`src/rtl/cmdq_pkg.sv`:
```
package cmdq_pkg;

  localparam logic [7:0] OFS_DOOR = 8'h20;
  localparam logic [7:0] OFS_STAT = 8'h30;
  localparam logic [7:0] OFS_MASK = 8'h34;
  localparam logic [7:0] OFS_OVF  = 8'h3C;
  localparam logic [7:0] OFS_REQ  = 8'h40;
  localparam logic [7:0] OFS_RSP  = 8'h44;
  localparam logic [7:0] OFS_SCR  = 8'hB0;
  localparam logic [7:0] OFS_CTB  = 8'hB4;
  localparam logic [7:0] OFS_CMEM = 8'hB8;

  localparam logic [31:0] EMPTY_WORD = 32'hFFFF_FFFF;
  localparam logic [31:0] READY_WORD = 32'hFFFF_0000;

  // Position of the shared mask/pending bit for a build variant.
  function automatic int irq_pos(input int low_variant);
    return (low_variant != 0) ? 2 : 3;
  endfunction

  // A 32-bit word with a single bit placed at position pos.
  function automatic logic [31:0] place_bit(input int pos, input logic v);
    logic [31:0] w;
    w = '0;
    w[pos] = v;
    return w;
  endfunction

  // Next pointer value in a ring of the given depth.
  function automatic int unsigned ring_next(input int unsigned p, input int unsigned depth);
    return (p == depth - 1) ? 0 : p + 1;
  endfunction

endpackage

```
`src/rtl/cmdq_fifo.sv`:
```
module cmdq_fifo #(
  parameter int W     = 32,
  parameter int DEPTH = 16,
  localparam int PW   = (DEPTH > 1) ? $clog2(DEPTH) : 1,
  localparam int LW   = $clog2(DEPTH + 1)
) (
  input  logic          clk,
  input  logic          rst_n,
  input  logic          push,
  input  logic          pop,
  input  logic [W-1:0]  din,
  output logic [W-1:0]  dout,
  output logic          empty,
  output logic          full,
  output logic [LW-1:0] level
);
  import cmdq_pkg::*;

  logic [W-1:0]  mem [DEPTH];
  logic [PW-1:0] wr_ptr, rd_ptr;
  logic [LW-1:0] cnt;
  logic          do_push, do_pop;

  assign empty   = (cnt == '0);
  assign full    = (cnt == LW'(DEPTH));
  assign level   = cnt;
  assign do_push = push && !full;
  assign do_pop  = pop && !empty;
  assign dout    = mem[rd_ptr];

  always_ff @(posedge clk) begin
    if (do_push) mem[wr_ptr] <= din;
  end

  always_ff @(posedge clk or negedge rst_n) begin
    if (!rst_n) begin
      wr_ptr <= '0;
      rd_ptr <= '0;
      cnt    <= '0;
    end else begin
      if (do_push) wr_ptr <= PW'(ring_next(32'(wr_ptr), DEPTH));
      if (do_pop)  rd_ptr <= PW'(ring_next(32'(rd_ptr), DEPTH));
      case ({do_push, do_pop})
        2'b10:   cnt <= cnt + 1'b1;
        2'b01:   cnt <= cnt - 1'b1;
        default: cnt <= cnt;
      endcase
    end
  end

endmodule

```
`src/rtl/cmdq_irq_ctl.sv`:
```
module cmdq_irq_ctl #(
  parameter int BITPOS = 3
) (
  input  logic        clk,
  input  logic        rst_n,
  input  logic        mask_wr,
  input  logic [31:0] wdata,
  input  logic        pending,
  output logic        mask_q,
  output logic        irq
);

  // Inverted sense: a set bit blocks the interrupt.
  always_ff @(posedge clk or negedge rst_n) begin
    if (!rst_n)       mask_q <= 1'b1;
    else if (mask_wr) mask_q <= wdata[BITPOS];
  end

  assign irq = pending && !mask_q;

endmodule

```
`src/rtl/cmdq_rdmux.sv`:
```
module cmdq_rdmux #(
  parameter int          AW          = 8,
  parameter int          BITPOS      = 3,
  parameter logic [31:0] CFG_TBL_OFS = 32'h0000_1000,
  parameter logic [31:0] CFG_MEM_OFS = 32'h0000_2000
) (
  input  logic [AW-1:0] addr,
  input  logic [31:0]   door,
  input  logic          pending,
  input  logic          mask,
  input  logic          ovf,
  input  logic          ready,
  input  logic          rsp_empty,
  input  logic [31:0]   rsp_head,
  output logic [31:0]   word
);
  import cmdq_pkg::*;

  always_comb begin
    word = '0;
    if      (addr == AW'(OFS_DOOR)) word = door;
    else if (addr == AW'(OFS_STAT)) word = place_bit(BITPOS, pending);
    else if (addr == AW'(OFS_MASK)) word = place_bit(BITPOS, mask);
    else if (addr == AW'(OFS_OVF))  word = place_bit(0, ovf);
    else if (addr == AW'(OFS_RSP))  word = rsp_empty ? EMPTY_WORD : rsp_head;
    else if (addr == AW'(OFS_SCR))  word = ready ? READY_WORD : '0;
    else if (addr == AW'(OFS_CTB))  word = CFG_TBL_OFS;
    else if (addr == AW'(OFS_CMEM)) word = CFG_MEM_OFS;
  end

endmodule

```
`src/rtl/cmdq_port.sv`:
```
module cmdq_port #(
  parameter int          AW          = 8,
  parameter int          REQ_DEPTH   = 16,
  parameter int          RSP_DEPTH   = 16,
  parameter int          IRQ_BIT_LOW = 0,
  parameter logic [31:0] CFG_TBL_OFS = 32'h0000_1000,
  parameter logic [31:0] CFG_MEM_OFS = 32'h0000_2000
) (
  input  logic          clk,
  input  logic          rst_n,
  input  logic          bus_wr,
  input  logic          bus_rd,
  input  logic [AW-1:0] bus_addr,
  input  logic [31:0]   bus_wdata,
  output logic [31:0]   bus_rdata,
  output logic          irq,
  output logic          req_valid,
  output logic [31:0]   req_addr,
  input  logic          req_pop,
  input  logic          rsp_push,
  input  logic [31:0]   rsp_word,
  output logic          rsp_full,
  input  logic          fw_ready,
  output logic [31:0]   door_val
);
  import cmdq_pkg::*;

  localparam int IRQ_POS = irq_pos(IRQ_BIT_LOW);
  localparam int RQ_LW   = $clog2(REQ_DEPTH + 1);
  localparam int RS_LW   = $clog2(RSP_DEPTH + 1);

  // Named internal events, visible to the bound checker.
  logic             host_req_wr, host_rsp_rd, mask_wr, ovf_clr, door_wr;
  logic             req_full, req_empty, req_drop;
  logic             rsp_empty;
  logic [RQ_LW-1:0] req_level;
  logic [RS_LW-1:0] rsp_level;
  logic [31:0]      rsp_head, rd_word, rdata_q, door_q;
  logic             mask_q, ovf_q, ready_q, pending;

  assign host_req_wr = bus_wr && (bus_addr == AW'(OFS_REQ));
  assign host_rsp_rd = bus_rd && (bus_addr == AW'(OFS_RSP));
  assign mask_wr     = bus_wr && (bus_addr == AW'(OFS_MASK));
  assign ovf_clr     = bus_wr && (bus_addr == AW'(OFS_OVF)) && bus_wdata[0];
  assign door_wr     = bus_wr && (bus_addr == AW'(OFS_DOOR));
  assign req_drop    = host_req_wr && req_full;
  assign pending     = !rsp_empty;

  cmdq_fifo #(.W(32), .DEPTH(REQ_DEPTH)) u_req_q (
    .clk   (clk),
    .rst_n (rst_n),
    .push  (host_req_wr),
    .pop   (req_pop),
    .din   (bus_wdata),
    .dout  (req_addr),
    .empty (req_empty),
    .full  (req_full),
    .level (req_level)
  );

  cmdq_fifo #(.W(32), .DEPTH(RSP_DEPTH)) u_rsp_q (
    .clk   (clk),
    .rst_n (rst_n),
    .push  (rsp_push),
    .pop   (host_rsp_rd),
    .din   (rsp_word),
    .dout  (rsp_head),
    .empty (rsp_empty),
    .full  (rsp_full),
    .level (rsp_level)
  );

  cmdq_irq_ctl #(.BITPOS(IRQ_POS)) u_irq (
    .clk     (clk),
    .rst_n   (rst_n),
    .mask_wr (mask_wr),
    .wdata   (bus_wdata),
    .pending (pending),
    .mask_q  (mask_q),
    .irq     (irq)
  );

  cmdq_rdmux #(
    .AW(AW), .BITPOS(IRQ_POS), .CFG_TBL_OFS(CFG_TBL_OFS), .CFG_MEM_OFS(CFG_MEM_OFS)
  ) u_rdmux (
    .addr      (bus_addr),
    .door      (door_q),
    .pending   (pending),
    .mask      (mask_q),
    .ovf       (ovf_q),
    .ready     (ready_q),
    .rsp_empty (rsp_empty),
    .rsp_head  (rsp_head),
    .word      (rd_word)
  );

  always_ff @(posedge clk or negedge rst_n) begin
    if (!rst_n) begin
      rdata_q <= '0;
      door_q  <= '0;
      ovf_q   <= 1'b0;
      ready_q <= 1'b0;
    end else begin
      if (bus_rd)        rdata_q <= rd_word;
      if (door_wr)       door_q  <= bus_wdata;
      if (req_drop)      ovf_q   <= 1'b1;
      else if (ovf_clr)  ovf_q   <= 1'b0;
      if (fw_ready)      ready_q <= 1'b1;
    end
  end

  assign bus_rdata = rdata_q;
  assign req_valid = !req_empty;
  assign door_val  = door_q;

endmodule

```
`config.mk`:
```
export PLATFORM = sky130hd
export DESIGN_NAME = cmdq_port
export DESIGN_NICKNAME = d
export VERILOG_FILES = /design/src/rtl/cmdq_pkg.sv /design/src/rtl/cmdq_fifo.sv /design/src/rtl/cmdq_irq_ctl.sv /design/src/rtl/cmdq_rdmux.sv /design/src/rtl/cmdq_port.sv
export SDC_FILE = /design/constraint.sdc
export NUM_CORES = 1
export LEC_CHECK = 0
export BUFFER_PORTS_ARGS = -buffer_cell sky130_fd_sc_hd__buf_2
export CELL_PAD_IN_SITES_DETAIL_PLACEMENT = 1
export CELL_PAD_IN_SITES_GLOBAL_PLACEMENT = 2
export CORE_AREA = 2 2 304 306
export DETAILED_ROUTE_END_ITERATION = 8
export DIE_AREA = 0 0 306 308
export PLACE_DENSITY_LB_ADDON = 0.25
export SLEW_MARGIN = 25
export SYNTH_ARGS = -nofsm -noshare
export SYNTH_HDL_FRONTEND = slang
export SYNTH_SLANG_ARGS = --single-unit
```
`constraint.sdc`:
```
create_clock -name clk -period 5.7 [get_ports clk]
set_clock_uncertainty 0.2 [all_clocks]
set_input_delay 1.14 -clock clk [delete_from_list [all_inputs] [get_ports clk]]
set_output_delay 1.14 -clock clk [all_outputs]
set_load 0.01 [all_outputs]
```
# --- Word-level counts from Yosys, hierarchy flattened ---
# Memories as Yosys holds them, arrays and structs flattened.
# Cells that the tools add are included.
totals:
  register_bits: 93
  mem_bits_rw: 1024
  inputBits: 79
  output_inout_bits: 99
  n_memories: 2
memory_table:
  columns: ["memory", "depth", "word_bits", "read_ports", "rd_clocked_by_memory_dff", "write_ports", "line", "rtl"]
  rows:
  - ["u_req_q.mem", 16, 32, 1, 0, 1, "cmdq_fifo.sv:19", "logic [W-1:0] mem [DEPTH];"]
  - ["u_rsp_q.mem", 16, 32, 1, 0, 1, "cmdq_fifo.sv:19", null]
classes:
  n_addsub: 8
  eq_ne: 19
  mux: 22
  reduce_logical: 22
op_table:
  columns: ["op", "count"]
  rows:
  - ["32-bit 2-to-1 mux", 9]
  - ["8-bit by 6-bit equality test with 1-bit output (second input constant)", 4]
  - ["8-bit equality test (second input constant)", 3]
  - ["5-bit case mux with 2 select lines", 2]
  - ["4-bit by 1-bit adder with 4-bit output (second input constant)", 4]
  - ["4-bit equality test (second input constant)", 4]
  - ["8-bit by 7-bit equality test with 1-bit output (second input constant)", 2]
  - ["4-bit 2-to-1 mux", 4]
  - ["14-bit 2-to-1 mux", 1]
  - ["1-bit logical AND", 12]
  - ["5-bit by 1-bit adder with 5-bit output (second input constant)", 2]
  - ["5-bit equality test (second input constant)", 2]
  - ["5-bit logical NOT", 2]
  - ["5-bit by 1-bit subtractor with 5-bit output (second input constant)", 2]
  - ["1-bit 2-to-1 mux", 6]
  - ["2-bit nonzero test", 3]
  - ["1-bit logical NOT", 5]
  - ["2-bit by 1-bit equality test with 1-bit output (second input constant)", 2]
  - ["2-bit equality test (second input constant)", 2]

# --- Longest topological paths before layout ---
logic_depth:
  word_depth: 9
  ltp_mapped: 13

# --- Modules after synthesis ---
# A second synthesis with hierarchy kept.
unflattened:
  hier_cells: 2060
  area_unflattened_um2: 43195.2
modules_own_cells:
  columns: ["mod", "instances", "cells_each", "area_each_um2"]
  rows:
  - ["cmdq_fifo at u_req_q", 1, 890, 19990.4]
  - ["cmdq_fifo at u_rsp_q", 1, 890, 19982.9]
  - ["cmdq_port", 1, 154, 2549.9]
  - ["cmdq_rdmux", 1, 123, 624.3]
  - ["cmdq_irq_ctl", 1, 3, 47.5]

# --- Worst setup path after synthesis ---
# OpenSTA, ideal clock, no wires.
synth_timing:
  path_kind: "input to register"
  startpoint: "input bus_addr[4]"
  endpoint: "memory u_req_q.mem[3][0], enable pin"
  arrival_time_ns: 4.592
  path_slack_ns: 0.447
  stages: 6
  path_buffers: 1
  cell_sequence: "buf_6 > nor4b_1 > nand3_1 > a21oi_2 > nand2_1 > nor3_1"
synth_via:
  elab_chain_len: 5
synth_rtl:
  columns: ["element", "line", "rtl"]
  rows:
  - ["start: declaration", "cmdq_port.sv:13", "input logic [AW-1:0] bus_addr,"]
  - ["8-bit by 7-bit equality test with 1-bit output", "cmdq_port.sv:41", "assign host_req_wr = bus_wr && (bus_addr == AW'(OFS_REQ));"]
  - ["1-bit logical AND", "cmdq_port.sv:41", null]
  - ["1-bit logical AND", "cmdq_fifo.sv:27", "assign do_push = push && !full;"]
  - ["1-bit 2-to-1 mux", "cmdq_fifo.sv:32", "if (do_push) mem[wr_ptr] <= din;"]
  - ["1-bit 2-to-1 mux (not written as such)", "cmdq_fifo.sv:32", null]
  - ["end: declaration", "cmdq_fifo.sv:19", null]
# No other way between the ends.

# --- Final worst setup path ---
layout_timing:
  startpoint: "register u_req_q.rd_ptr[1]"
  endpoint: "output req_addr[20]"
layout_via:
  elab_chain_len: 1
layout_rtl:
  columns: ["element", "line", "rtl"]
  rows:
  - ["start: declaration", "cmdq_fifo.sv:20", "logic [PW-1:0] wr_ptr, rd_ptr;"]
  - ["start signal: assignment", "cmdq_fifo.sv:42", "if (do_pop) rd_ptr <= PW'(ring_next(32'(rd_ptr), DEPTH));"]
  - ["memory read 16 x 32 bit", null, null]
  - ["end: declaration", "cmdq_port.sv:18", "output logic [31:0] req_addr,"]
# No other way between the ends.

==> run metrics <==
per-cell routed wire length 29.7 um; CP Capture Type output pin; synth top area cells edfxtp_1, mux4_2, dfrtp_1; gp weighted congestion 0.772; Place WS 1.14 ns; I/O pins 178; Peak VDD IR 0.295 mV; P&R area growth vs syn 15.1%; Psw 5.81 mW; largest net degree at the start of global routing 76; non-filler cells, final 3677; Most used DFF post-synth edfxtp_1; Mapped Cells 2148; First-pass DRT Iterations 5; clk slew on worst S/H paths 0.06 ns; area leader, netlist edfxtp_1; PwrDens 423 nW/um^2; CP arrival 3.34 ns; sw frac 0.276; Yosys cell types 62; post-layout minimum cycle time 4.68 ns; GRT overflow 0; Routed WL 109000 um; area share of the largest cell type after synthesis 0.711; Final ANT Viol Nets 0; Seq/Total Area, Yosys 0.765; crit share post-route 0.822; Fmax achieved 0.214 GHz; hold-fix buffers at CTS 0; I/O Buffers 177; effective utilization at floorplan 0.475; Combinational Power Share 0.186; grt met2 use 0.401; most common cell after layout, fill and taps aside edfxtp_1; Post-synth ARST share 0.0833; GR Layer Usage met3 0.0419; startpoint types flip-flop; syn_nets 2245; clock share of power 0.354; Critical Path Fanout Max 40; nets 2488; clk_lat worst skew 0.70 ns; CORE AREA 91000 sq um; R2R Path Start u_rsp_q.level[1]; Leakage 16.7 nW; met1 usage 0.303; Hold Crit Class flip-flop to flip-flop; max-cap violation count 0; Core Rows 111; total number of vias 22100; GR peak layer met2; Post-CTS Resized 0; H-tree depth 3; setup violators final 0; Avg Cell Area, Syn 20.1 sq um; clk buf depth 3; CP endpoint req_addr[20]; Crit. Startpoint u_req_q.rd_ptr[1]; root buffer cell clkbuf_16; detailed placer's ending HPWL 65500 um; Crit Reg-Reg Endpoint u_rsp_q.level[4]; postcts setup bufs 0; Critical Path RT 4.36 ns; Die Span X 306 um; 1st-iter DRT viols 1657; Cells after DPL 3460; Max-slew headroom 0.366; final-report hold violation count 0; die area 94200 sq um; Yosys warning total 0; global-route wire length before repair 161000 um; number of synthesized flops with an enable pin 1024; vias per cell 6.01; FF-to-FF path depth 12; Synth Register Bits 1117; initial antenna violation count 14; DRC Markers 0; FF-to-FF setup slack 1.89 ns; Die H 308 um; final setup TNS 0 ns; Setup WS post-layout 1.02 ns; Total GRT Usage 0.235; most frequent cells in the layout edfxtp_1, mux4_2, buf_2; CTS tree done; cts bufs inserted 114; share of post-route cells with drive strength above 1 0.297; sequential share of power 0.460; RSZ-0062 raised after global routing false; Internal Power 15.3 mW; vias in the first global route 24000; Mapped Area 43200 sq um; Worst-Margin Slew 0.946 ns; Clock Sink Count 1117; Max Slew Vio Count 0; WS Path Type flip-flop to output pin; status completed
-- critical path, cell delays in order, from the launching register on --
cell	delay [ns]
dfrtp_4	0.85
and2_1	0.63
buf_4	0.44
a221oi_1	0.16
a22oi_1	0.24
nand2_1	0.13
buf_2	0.16
-- worst min path at each step --
stage,from,cells past startpoint,endpoint,slack (ns)
final,bus_rdata[7],1,bus_rdata[7],0.32
after global placement,bus_rdata[9],1,bus_rdata[9],0.30
after global routing,bus_rdata[2],1,bus_rdata[2],0.35
after CTS,bus_rdata[7],1,bus_rdata[7],0.32
after floorplan,ready_q,1,ready_q,0.24
after detailed placement,bus_rdata[7],1,bus_rdata[7],0.30
-- sequential cells by signal (all words and copies together), names as in the netlist --
name	cells
bus_rdata	32
door_val	32
ovf_q	1
ready_q	1
u_irq.mask_q	1
u_req_q.level	5
u_req_q.mem	512
u_req_q.rd_ptr	4
u_req_q.wr_ptr	4
u_rsp_q.level	5
u_rsp_q.mem	512
u_rsp_q.rd_ptr	4
u_rsp_q.wr_ptr	4
-- per-layer routing --
layer	wire, um	up-vias
met4	3530	16
met5	112	-
met3	6170	228
met1	43700	11800
met2	55700	688
li1	-	9394
-- logic make-up after synthesis --
group	Yosys count	synth area share
compound gates	330	0.0534
xor+xnor	14	0.00284
fa+ha+maj	18	0.00538
buf+inv	141	0.0141
flops	1117	0.765
mux	361	0.141
simple gates	167	0.0189
-- cells in the mapped netlist, drive strengths merged (2+ instances only) --
master,count
clkbuf,68
nor2,30
o21ai,82
inv,17
nor4,4
dfrtp,92
nand2,70
ha,17
mux2,72
o41ai,3
nand4,7
buf,55
nand2b,4
edfxtp,1024
a22oi,72
a22o,12
nand3,16
nand3b,2
a21o,7
mux4,190
xor2,5
xnor2,9
o31ai,2
and2,5
a21boi,11
mux2i,99
a221oi,43
nor2b,6
a221o,27
a21oi,45
nor3,12
a31oi,19
-- final cells by class --
type | count | area (sq um)
inverters | 18 | 67.6
repair buffers | 250 | 1560
well taps | 1186 | 1480
diodes | 2 | 5.00
clock buffers | 146 | 3050
flip-flops and latches | 1117 | 33100
clock inverters | 68 | 719
multi-input cells | 890 | 9800
fillers | 7916 | 41200
-- power groups by stage --
| stage | Clock, mW | Combinational [mW] | Sequential, mW |
|---|---|---|---|
| final | 7.46 | 3.91 | 9.70 |
| after global routing | 7.89 | 4.25 | 9.73 |
| after CTS | 7.60 | 3.98 | 9.70 |
| after detailed placement | 0 | 3.95 | 9.86 |
| after global placement | 0 | 3.86 | 9.82 |
| after floorplan | 0 | 2.61 | 9.65 |
-- through the flow --
stage	instance area [sq um]	power (mW)	utilization	hold slack (ns)
finish	49800	21.1	0.547	0.315
global route	49800	21.9	0.547	0.346
CTS	49800	21.3	0.547	0.319
detailed placement	46000	13.8	0.505	0.303
global placement	46000	13.7	0.505	0.300
floorplan	43200	12.3	-	0.239
Note: power is estimated with default switching activity, not from simulation.
